## src/rtl/plsrc_pkg.sv

```systemverilog
package plsrc_pkg;
  localparam int WORD_W = 32;
  localparam int LANES  = WORD_W / 8;

  typedef enum logic [1:0] {C_IDLE, C_REQ, C_OPEN, C_HOLD} conn_e;
  typedef enum logic [1:0] {B_IDLE, B_DATA, B_CHK, B_GAP} bst_e;

  // one bit per byte lane, set so that each lane plus its bit has odd weight
  function automatic logic [LANES-1:0] odd_par(input logic [WORD_W-1:0] w);
    logic [LANES-1:0] p;
    for (int i = 0; i < LANES; i++) p[i] = ~(^w[8*i +: 8]);
    return p;
  endfunction
endpackage

```

## src/rtl/plsrc_credit.sv

```systemverilog
module plsrc_credit #(
  parameter int CW = 7
) (
  input  logic          clk,
  input  logic          rst_n,
  input  logic          clr,
  input  logic          rdy_in,
  input  logic          take,
  output logic          avail,
  output logic [CW-1:0] cnt
);
  localparam logic [CW-1:0] CMAX = '1;

  logic prev;
  logic rise;

  assign rise  = rdy_in & ~prev;
  assign avail = (cnt != '0);

  always_ff @(posedge clk) begin
    if (!rst_n) begin
      prev <= 1'b0;
      cnt  <= '0;
    end else begin
      prev <= rdy_in;
      if (clr) cnt <= '0;
      else begin
        case ({rise, take})
          2'b10:   if (cnt != CMAX) cnt <= cnt + 1'b1;
          2'b01:   cnt <= cnt - 1'b1;
          default: cnt <= cnt;
        endcase
      end
    end
  end
endmodule

```

## src/rtl/plsrc_conn.sv

```systemverilog
module plsrc_conn
  import plsrc_pkg::*;
#(
  parameter int TW = 16
) (
  input  logic              clk,
  input  logic              rst_n,
  input  logic              cmd_open,
  input  logic [WORD_W-1:0] ctrl_in,
  input  logic [TW-1:0]     tmo_lim,
  input  logic              ic_in,
  input  logic              conn_in,
  input  logic              fr_idle,
  input  logic              fr_sent,
  output conn_e             st,
  output logic              link_open,
  output logic [WORD_W-1:0] ctrl_q,
  output logic              rej_p,
  output logic              tmo_p
);
  logic [TW-1:0] tcnt;

  assign link_open = (st == C_OPEN) && conn_in && ic_in;

  always_ff @(posedge clk) begin
    if (!rst_n) begin
      st     <= C_IDLE;
      tcnt   <= '0;
      ctrl_q <= '0;
      rej_p  <= 1'b0;
      tmo_p  <= 1'b0;
    end else begin
      rej_p <= 1'b0;
      tmo_p <= 1'b0;
      case (st)
        C_IDLE: if (cmd_open && ic_in) begin
          st     <= C_REQ;
          ctrl_q <= ctrl_in;
          tcnt   <= '0;
        end
        C_REQ: begin
          if (!cmd_open || !ic_in) st <= C_IDLE;
          else if (conn_in) st <= C_OPEN;
          else if (tcnt == tmo_lim) begin
            st    <= C_HOLD;
            tmo_p <= 1'b1;
          end else tcnt <= tcnt + 1'b1;
        end
        C_OPEN: begin
          if (!conn_in || !ic_in) begin
            st    <= C_HOLD;
            rej_p <= !conn_in && !fr_sent;
          end else if (!cmd_open && fr_idle) st <= C_HOLD;
        end
        C_HOLD: if (!cmd_open && !conn_in) st <= C_IDLE;
        default: st <= C_IDLE;
      endcase
    end
  end
endmodule

```

## src/rtl/plsrc_burst.sv

```systemverilog
module plsrc_burst
  import plsrc_pkg::*;
#(
  parameter int BL = 256
) (
  input  logic              clk,
  input  logic              rst_n,
  input  logic              link_open,
  input  logic              credit_avail,
  input  logic              s_valid,
  input  logic [WORD_W-1:0] s_data,
  input  logic              s_last,
  output logic              s_ready,
  output logic              take,
  output logic              pkt,
  output logic              bst,
  output logic              chk,
  output logic [WORD_W-1:0] data,
  output logic              sent,
  output logic              idle
);
  localparam int BW = $clog2(BL);
  localparam logic [BW-1:0] LAST_IDX = BW'(BL - 1);

  bst_e              bs;
  logic [BW-1:0]     wcnt;
  logic [WORD_W-1:0] acc;
  logic              last_q;

  assign s_ready = link_open && (bs == B_DATA);
  assign take    = link_open && (bs == B_IDLE) && pkt && s_valid && credit_avail;
  assign idle    = (bs == B_IDLE) && !pkt;

  always_ff @(posedge clk) begin
    if (!rst_n || !link_open) begin
      bs     <= B_IDLE;
      pkt    <= 1'b0;
      bst    <= 1'b0;
      chk    <= 1'b0;
      data   <= '0;
      sent   <= 1'b0;
      wcnt   <= '0;
      acc    <= '0;
      last_q <= 1'b0;
    end else begin
      bst <= 1'b0;
      chk <= 1'b0;
      case (bs)
        B_IDLE: begin
          if (s_valid && !pkt) pkt <= 1'b1;
          else if (take) begin
            bs   <= B_DATA;
            wcnt <= '0;
            acc  <= '0;
            sent <= 1'b1;
          end
        end
        B_DATA: if (s_valid) begin
          data <= s_data;
          bst  <= 1'b1;
          acc  <= acc ^ s_data;
          wcnt <= wcnt + 1'b1;
          if (s_last || wcnt == LAST_IDX) begin
            bs     <= B_CHK;
            last_q <= s_last;
          end
        end
        B_CHK: begin
          data <= acc;
          bst  <= 1'b1;
          chk  <= 1'b1;
          bs   <= B_GAP;
        end
        B_GAP: begin
          if (last_q) pkt <= 1'b0;
          data <= '0;
          bs   <= B_IDLE;
        end
        default: bs <= B_IDLE;
      endcase
    end
  end
endmodule

```

## src/rtl/plsrc_ctrl.sv

```systemverilog
module plsrc_ctrl
  import plsrc_pkg::*;
#(
  parameter int BURST_LEN = 256,
  parameter int CREDIT_W  = 7,
  parameter int TMO_W     = 16
) (
  input  logic              clk,
  input  logic              rst_n,
  input  logic              cmd_open,
  input  logic [31:0]       cfg_ctrl_word,
  input  logic [TMO_W-1:0]  cfg_timeout,
  input  logic              s_valid,
  input  logic [31:0]       s_data,
  input  logic              s_last,
  output logic              s_ready,
  output logic              conn_up,
  output logic              rej_pulse,
  output logic              tmo_pulse,
  output logic              lk_ic_out,
  input  logic              lk_ic_in,
  output logic              lk_req,
  input  logic              lk_conn,
  input  logic              lk_ready,
  output logic              lk_pkt,
  output logic              lk_burst,
  output logic              lk_chk,
  output logic [31:0]       lk_data,
  output logic [3:0]        lk_par
);
  conn_e               conn_st;
  logic                link_open_w;
  logic [WORD_W-1:0]   ctrl_q;
  logic                take_w;
  logic                credit_ok;
  logic [CREDIT_W-1:0] credit_cnt;
  logic [WORD_W-1:0]   fr_data;
  logic                fr_sent;
  logic                fr_idle;

  always_ff @(posedge clk) begin
    if (!rst_n) lk_ic_out <= 1'b0;
    else        lk_ic_out <= 1'b1;
  end

  plsrc_conn #(.TW(TMO_W)) u_conn (
    .clk(clk), .rst_n(rst_n), .cmd_open(cmd_open), .ctrl_in(cfg_ctrl_word),
    .tmo_lim(cfg_timeout), .ic_in(lk_ic_in), .conn_in(lk_conn),
    .fr_idle(fr_idle), .fr_sent(fr_sent), .st(conn_st),
    .link_open(link_open_w), .ctrl_q(ctrl_q), .rej_p(rej_pulse), .tmo_p(tmo_pulse)
  );

  plsrc_credit #(.CW(CREDIT_W)) u_credit (
    .clk(clk), .rst_n(rst_n), .clr(conn_st != C_OPEN), .rdy_in(lk_ready),
    .take(take_w), .avail(credit_ok), .cnt(credit_cnt)
  );

  plsrc_burst #(.BL(BURST_LEN)) u_burst (
    .clk(clk), .rst_n(rst_n), .link_open(link_open_w), .credit_avail(credit_ok),
    .s_valid(s_valid), .s_data(s_data), .s_last(s_last), .s_ready(s_ready),
    .take(take_w), .pkt(lk_pkt), .bst(lk_burst), .chk(lk_chk), .data(fr_data),
    .sent(fr_sent), .idle(fr_idle)
  );

  assign conn_up = (conn_st == C_OPEN);
  assign lk_req  = (conn_st == C_REQ) || (conn_st == C_OPEN);
  assign lk_data = (conn_st == C_REQ) ? ctrl_q : fr_data;
  assign lk_par  = odd_par(lk_data);
endmodule

```

## config.mk

```make
export PLATFORM = sky130hd
export DESIGN_NAME = plsrc_ctrl
export DESIGN_NICKNAME = d
export VERILOG_FILES = /design/src/rtl/plsrc_pkg.sv /design/src/rtl/plsrc_credit.sv /design/src/rtl/plsrc_conn.sv /design/src/rtl/plsrc_burst.sv /design/src/rtl/plsrc_ctrl.sv
export SDC_FILE = /design/constraint.sdc
export NUM_CORES = 1
export LEC_CHECK = 0
export BUFFER_PORTS_ARGS = -buffer_cell sky130_fd_sc_hd__buf_2
export CAP_MARGIN = 25
export CORE_AREA = 2 2 128 130
export DETAILED_ROUTE_END_ITERATION = 6
export DIE_AREA = 0 0 130 132
export MAX_ROUTING_LAYER = met4
export PLACE_DENSITY = 0.66
export RECOVER_POWER = 25
export SETUP_SLACK_MARGIN = 0.1
export SYNTH_ARGS = -nofsm -noshare
export SYNTH_HDL_FRONTEND = slang
export SYNTH_SLANG_ARGS = --single-unit
```

## constraint.sdc

```tcl
create_clock -name clk -period 3.9 [get_ports clk]
set_clock_uncertainty 0.2 [all_clocks]
set_input_delay 0.585 -clock clk [delete_from_list [all_inputs] [get_ports clk]]
set_output_delay 0.585 -clock clk [all_outputs]
set_load 0.005 [all_outputs]
```

==> impl_results.md, run 1 <==
* Result of the run: complete, but fails checks
* Failing checks: capacitance limit
* Die width at 130 µm
* Antenna Cells at 0
* Setup Fix Bufs, Post-CTS at 0
* Capture point of the worst reg-to-reg path: u_credit.cnt[5]
* Critical Path, Cell by Cell: inv_1, ha_4, buf_4, mux2_2, xor2_1, xor3_1, xnor3_1, buf_2
* Synth top area share at 0.402
* Final number of hold-violating endpoints at 0
* M1 WL at 8.76 mm
* Post-CTS Resized at 0
* HP Class: input pin to flop
* Row cnt at 46
* Power Dens Cells at 396 mW/mm²
* Placed cell area at 0.00784 mm²
* Met2 routed WL at 7.37 mm
* First-pass GRT wire length at 28.1 mm
* Vias in the first global route at 5532
* Flops & latches, synth at 140
* Core Box Area at 0.0157 mm²
* Die Ht at 132 µm
* IR drop worst, VDD at 0.000296 V
* Final worst-path cycle share at 0.907
* DR WL met3 at 720 µm
* Critical Path Start Type: flop
* Die ar. at 0.0172 mm²
* Worst-Margin Slew at 1.50 ns
* Post-Syn Area per Cell at 8.82 µm²
* Cells after synthesis at 790
* Nature of the critical path endpoint: primary output
* CP Depth at 8
* Syn. warnings at 0
* Final core utilization at 0.535
* Reg2reg path depth at 11
* Pin count of the biggest net entering global routing at 65
* Fin Hold WS at 0.177 ns
* Top layer in use: met4
* Most frequent cell after synthesis: dfxtp_1
* Switching Share at 0.239
* Seq/Total Area, Yosys at 0.402
* Vias at 5819
* Maximum Capacitance Violations at 1
* Relative slew slack at 0.000799
* Comb power frac at 0.086
* Setup CP Type: flop to primary output
* Slew Limit Fails at 0
* Ports at 133
* Worst path required time at 3.12 ns
* Fmax at 283 MHz
* Area of the multi-input gates at 0.00395 mm²
* Flop pwr share at 0.441
* Crit path buf inv count at 3
* GR Overflow Total at 0
* Ys flop type: dfxtp_1
* Clock power share at 0.473
* Synthesized net count at 896
* Post-synthesis cell type count at 53
* Area contributors post-synth: dfxtp_1 40%, xor2_1 8.3%, nand2_1 6.7%
* Clk Latency, worst-skew pair at 0.42 ns
* WL final at 17.2 mm
* Reg2reg setup slack at 0.65 ns
* Fin Setup TNS at 0 ns
* CP max stage delay at 0.37 ns
* Reg area at 0.00280 mm²
* Yosys top cell by area: dfxtp_1
* Wire length per cell at 15.2 µm
* Crit path max fanout at 24
* Static leakage at 3.46 nW
* Starting Density at 0.443
* Number of enable flip-flop cells after synthesis at 0
* Total power at 3.32 mW
* Initial DRT Pass Iterations at 4
* Synth top cells by count: 140 x dfxtp_1, 125 x nand2_1, 89 x nor2_1, 66 x xor2_1, 35 x a211oi_1
* Post-synth design cell area at 0.00697 mm²
* CTS Root Cell: clkbuf_16
* Design Area, Final at 0.00840 mm²
* H-tree Lvls at 4
* Slowest CP cell: ha_4
* Drc violations at 0
* Worst path arrival time at 2.75 ns
* Tot GR Track Use at 0.214
* Minimum clock period at 3.54 ns
* IO buf count at 132
* CP top delay family: XOR/XNOR gates
* RSZ-0062 raised after global routing: false
* Critical Path End: lk_par[1]
* Vias per cell at 5.13
* Hold Buf Count CTS at 0
* Clk buf depth at 2
* Initial DRC count at 420
* Setup violators final at 0
* Psw at 0.795 mW
* CTS tree: built
* Fillcell total at 1506
* Async set or reset register ratio after synthesis at 0
* Clk sinks at 140
* Antenna violations before repair at 0
* Nets at 1014
* Share of cells above drive strength 1 at 0.235
* Gpl congestion at 0.851
* Int Pwr at 2.53 mW
* Antenna viol nets, final at 0
* Area growth from synthesis to final layout at 20.6%
* HPWL Detailed at 12.4 mm
* R2r startpoint: u_conn.st[0]
* Clk slew on worst S/H paths at 0.06 ns
* Total CTS buffers at 17
## metrics by stage
step	setup WS, ns	instances
final	0.361	1135
after global routing	0.245	1135
after CTS	0.126	1135
after detailed placement	0.591	1105
after global placement	0.623	1105
after floorplan	0.929	790
## flip-flops by register name, indices dropped and copies added (netlist names), named ones only
signal and count:
u_conn.rej_p 1, u_conn.ctrl_q 32, u_credit.prev 1, u_conn.tmo_p 1
u_burst.bs 2, u_conn.tcnt 16, u_burst.acc 32, lk_ic_out 1
u_burst.last_q 1, u_burst.pkt 1, u_burst.bst 1, u_burst.wcnt 8
u_conn.st 1, u_burst.sent 1, u_credit.cnt 7, u_burst.data 32
u_burst.chk 1
## cell families after synthesis
group | Yosys count | synth area share
AND/OR/NAND/NOR | 293 | 0.186
multiplexers | 42 | 0.0661
buffers and inverters | 61 | 0.0361
flip-flops | 140 | 0.402
AO/OA/AOI/OAI | 158 | 0.162
adder cells (fa/ha/maj) | 18 | 0.0334
XOR/XNOR | 78 | 0.115
## worst register-to-register path, delay by kind of cell, from the launching register on
kind | cells | cell delay [ns]
adder cells (fa/ha/maj) | 2 | 0.50
AO/OA/AOI/OAI | 2 | 0.32
flip-flops | 1 | 0.36
multiplexers | 1 | 0.13
buffers and inverters | 2 | 0.28
AND/OR/NAND/NOR | 4 | 1.41
## power groups by stage
stage | clock [mW] | sequential [mW] | combinational [mW]
CTS | 1.60 | 1.47 | 0.284
floorplan | 0 | 1.49 | 0.169
global placement | 0 | 1.50 | 0.283
detailed placement | 0 | 1.50 | 0.284
finish | 1.57 | 1.47 | 0.285
global route | 1.67 | 1.47 | 0.312
## worst min-delay path by stage
stage / startpoint / to / slack (ns) / depth (start not counted)
6_report: lk_ready / u_credit.prev / 0.18 / 2
3_5_place_dp: u_burst.sent / u_conn.rej_p / 0.26 / 1
2_1_floorplan: u_burst.sent / u_conn.rej_p / 0.20 / 1
5_1_grt: lk_ready / u_credit.prev / 0.17 / 2
4_1_cts: lk_ready / u_credit.prev / 0.16 / 2
3_3_place_gp: u_burst.sent / u_burst.sent / 0.24 / 2
## area by class of cell
class	count	area share
clock inverter	13	0.0176
inverter	14	0.00625
clock buffer	17	0.0506
tap	216	0.0322
timing repair buffer	146	0.0892
multi-input combinational	589	0.471
sequential	140	0.334
## layer usage
metal | vias to the layer above | global-route usage
li1 | 2978 | -
met1 | 2675 | 0.304
met2 | 138 | 0.300
met3 | 28 | 0.0450
met4 | 0 | 0.0765
met5 | - | -
## cell usage in the layout (no fill, tap or decap), types with 5 or more instances in the layout
master,netlist,final
a211oi_1,35,34
a21boi_0,32,32
a21oi_1,21,21
a22oi_1,33,33
and2_1,6,6
and3_1,9,9
buf_2,9,127
buf_4,1,11
clkbuf_1,33,7
clkbuf_16,0,17
clkinv_4,0,5
dfxtp_1,140,140
ha_1,17,16
inv_1,13,13
mux2_2,32,32
mux2i_1,10,10
nand2_1,125,125
nand3_1,11,11
nand4_1,11,11
nor2_1,89,87
nor2b_1,5,5
nor3_1,9,9
o21ai_0,15,15
or3_1,9,9
xor2_1,66,66
(Power assumes the default switching activity.)
==> inputs of run 2 (changes only) <==
--- a/config.mk
+++ b/config.mk
@@ -6,12 +6,12 @@
 export NUM_CORES = 1
 export LEC_CHECK = 0
 export BUFFER_PORTS_ARGS = -buffer_cell sky130_fd_sc_hd__buf_2
-export CAP_MARGIN = 25
+export CAP_MARGIN = 20
 export CORE_AREA = 2 2 128 130
 export DETAILED_ROUTE_END_ITERATION = 6
 export DIE_AREA = 0 0 130 132
 export MAX_ROUTING_LAYER = met4
-export PLACE_DENSITY = 0.66
+export PLACE_DENSITY_LB_ADDON = 0.2
 export RECOVER_POWER = 25
 export SETUP_SLACK_MARGIN = 0.1
 export SYNTH_ARGS = -nofsm -noshare
==> constraint.sdc (replaced) <==
create_clock -name clk -period 3.7 [get_ports clk]
set_clock_uncertainty 0.2 [all_clocks]
set_input_delay 0.555 -clock clk [delete_from_list [all_inputs] [get_ports clk]]
set_output_delay 0.555 -clock clk [all_outputs]
set_load 0.005 [all_outputs]
==> run 2 against run 1 <==
Effect of this change:
- the run ends with capacitance limit, slew limit left
- routed wire length is 4.3% lower
- register-to-register slack worse by 0.19 ns
- worst hold slack worse by 0.033 ns
- count of clock-buffer cells in the layout stayed put
- non-clock buffer count is 2 higher
- sequential power is 5% higher
- die area stayed put
- worst setup slack worse by 0.044 ns
==> impl_results.md, run 2 (synthesis gave the netlist of run 1 again) <==
* Clk sinks at 140 (unchanged)
* Reg2reg path depth at 13 (was 11)
* Failing checks: capacitance limit, slew limit (was capacitance limit)
* Clk Latency, worst-skew pair at 0.42 ns (about the same)
* Hold Crit Depth at 2 (unchanged)
* Total CTS buffers at 17 (unchanged)
* Worst-Margin Slew at 1.83 ns (was 1.50 ns)
* Fmax at 296 MHz
* Relative slew slack at -0.217 (was 0.000799)
* Setup ws final at 0.317 ns (was 0.361 ns)
* Total power at 3.52 mW (was 3.32 mW)
* Share of cells above drive strength 1 at 0.237 (was 0.235)
* Vias at 5767 (was 5819)
* Vias per cell at 5.06 (was 5.13)
* Pin count of the biggest net entering global routing at 41 (was 65)
* Power Dens Cells at 418 mW/mm² (was 396 mW/mm²)
* Tot GR Track Use at 0.205 (was 0.214)
* Capture point of the worst reg-to-reg path: u_credit.cnt[5] (unchanged)
* Crit path max fanout at 8 (was 24)
* Slew Limit Fails at 69 (was 0)
* Nature of the critical path endpoint: primary output (unchanged)
* Drc violations at 0 (unchanged)
* Result of the run: complete, but fails checks (unchanged)
* CTS tree: built (unchanged)
* First-pass GRT wire length at 27.2 mm (was 28.1 mm)
* Antenna violations before repair at 0 (unchanged)
* Vias in the first global route at 5502 (was 5532)
* Ports at 133 (unchanged)
* Final number of hold-violating endpoints at 0 (unchanged)
* Initial DRT Pass Iterations at 4 (unchanged)
* Gpl congestion at 0.837 (was 0.851)
* Setup violators final at 0 (unchanged)
* Most frequent cells in the layout: 140 x dfxtp_1, 128 x buf_2, 125 x nand2_1, 87 x nor2_1, 66 x xor2_1 (was 140 x dfxtp_1, 127 x buf_2, 125 x nand2_1, 87 x nor2_1, 66 x xor2_1)
* IO buf count at 132 (unchanged)
* R2r startpoint: u_conn.st[0] (unchanged)
* Critical Path Start Type: flop (unchanged)
* Post-Layout Cell Count at 1139 (was 1135)
* GR Overflow Total at 0 (unchanged)
* Maximum Capacitance Violations at 2 (was 1)
* Fin Hold WS at 0.144 ns (was 0.177 ns)
* IR drop worst, VDD at 0.000326 V (was 0.000296 V)
* Antenna viol nets, final at 0 (unchanged)
* Dpl cells at 1107 (was 1105)
* Setup Fix Bufs, Post-CTS at 0 (unchanged)
* Row cnt at 46 (unchanged)
* Core Box Area at 0.0157 mm² (unchanged)
* Hold path start: lk_ready (unchanged)
* RSZ-0062 raised after global routing: false (unchanged)
* HPWL Detailed at 11.6 mm (was 12.4 mm)
* Minimum clock period at 3.38 ns
* Reg2reg setup slack at 0.46 ns (was 0.65 ns)
* Starting Density at 0.443 (unchanged)
* Die Ht at 132 µm (unchanged)
* Worst Hold Path EP: u_credit.prev (unchanged)
* Wire length per cell at 14.5 µm (was 15.2 µm)
* Largest registers: u_burst.acc x32, u_burst.data x32, u_conn.ctrl_q x32 (unchanged)
* WL final at 16.5 mm (was 17.2 mm)
* Most common cell after layout, fill and taps aside: dfxtp_1 (unchanged)
* Antenna Cells at 0 (unchanged)
* Setup CP Type: flop to primary output (unchanged)
* Static leakage at 3.48 nW (was 3.46 nW)
* CTS Root Cell: clkbuf_16 (unchanged)
* Die ar. at 0.0172 mm² (unchanged)
* H-tree Lvls at 4 (unchanged)
* Worst path required time at 2.94 ns (was 3.12 ns)
* Area growth from synthesis to final layout at 21.0% (was 20.6%)
* Clk slew on worst S/H paths at 0.06 ns (about the same)
* Worst path arrival time at 2.63 ns (was 2.75 ns)
* Pre-CTS WS at 0.515 ns (was 0.591 ns)
* Fin Setup TNS at 0 ns (unchanged)
* Clk buf depth at 2 (unchanged)
* Initial DRC count at 346 (was 420)
* Nets at 1016 (was 1014)
* Die width at 130 µm (unchanged)
* HP Class: input pin to flop (unchanged)
* Final worst-path cycle share at 0.914
## run 2: cell types whose count changed in the layout (fill, tap and decap cells not counted)
cell        delta
inv_6          +9
clkinv_4       -3
clkinvlp_4     -2
buf_12         +1
buf_2          +1
bufinv_16      -1
clkbuf_1       +1
clkbuf_2       -1
clkinv_2       -1
## run 2: repair_timing
item                                    4_1_cts  5_1_grt
resized for setup                             0        1
hold buffers                                  0        0
endpoints found under the setup margin        0        3
## run 2: power breakdown
| part | switching [mW] | internal (mW) |
|---|---|---|
| registers | 0.0134 | 1.53 |
| clock network | 0.724 | 0.948 |
| logic | 0.152 | 0.152 |
## run 2: cell type report
cell class | count | area [µm²]
clock buffers | 17 | 425
clock inverters | 15 | 150
fillers | 1485 | 7280
inverters | 14 | 52.6
multi-input cells | 589 | 3950
flip-flops and latches | 140 | 2800
well taps | 216 | 270
repair buffers | 148 | 773
## run 2: worst max-delay path, stage by stage, from the launching register on
cell	delay (ns)
dfxtp_1	0.35
inv_1	0.15
ha_4	0.22
buf_4	0.19
mux2_2	0.36
xor2_1	0.17
xor3_1	0.26
xnor3_1	0.36
buf_2	0.13
## run 2: worst max-delay path by stage
| stage | startpoint | endpoint | slack (ns) |
|---|---|---|---|
| 5_1_grt | flop | lk_par[1] | 0.13 |
| 6_report | flop | lk_par[1] | 0.32 |
| 4_1_cts | flop | lk_par[1] | 0.19 |
| 3_5_place_dp | lk_conn | u_credit.cnt[5] | 0.52 |
| 2_1_floorplan | s_valid | u_credit.cnt[5] | 0.76 |
| 3_3_place_gp | lk_ic_in | u_credit.cnt[5] | 0.58 |
## run 2: layer usage
layer / part of all wire / track usage / vias up
li1: - / - / 2999
met1: 0.48 / 0.266 / 2636
met2: 0.46 / 0.318 / 116
met3: 0.047 / 0.0479 / 16
met4: 0.013 / 0.0585 / 0
met5: 0 / - / -
## run 2: metrics by stage
step | area, µm² | utilization
finish | 8430 | 0.536
global route | 8430 | 0.536
CTS | 8440 | 0.537
detailed placement | 7860 | 0.500
global placement | 7860 | 0.500
floorplan | 6970 | -
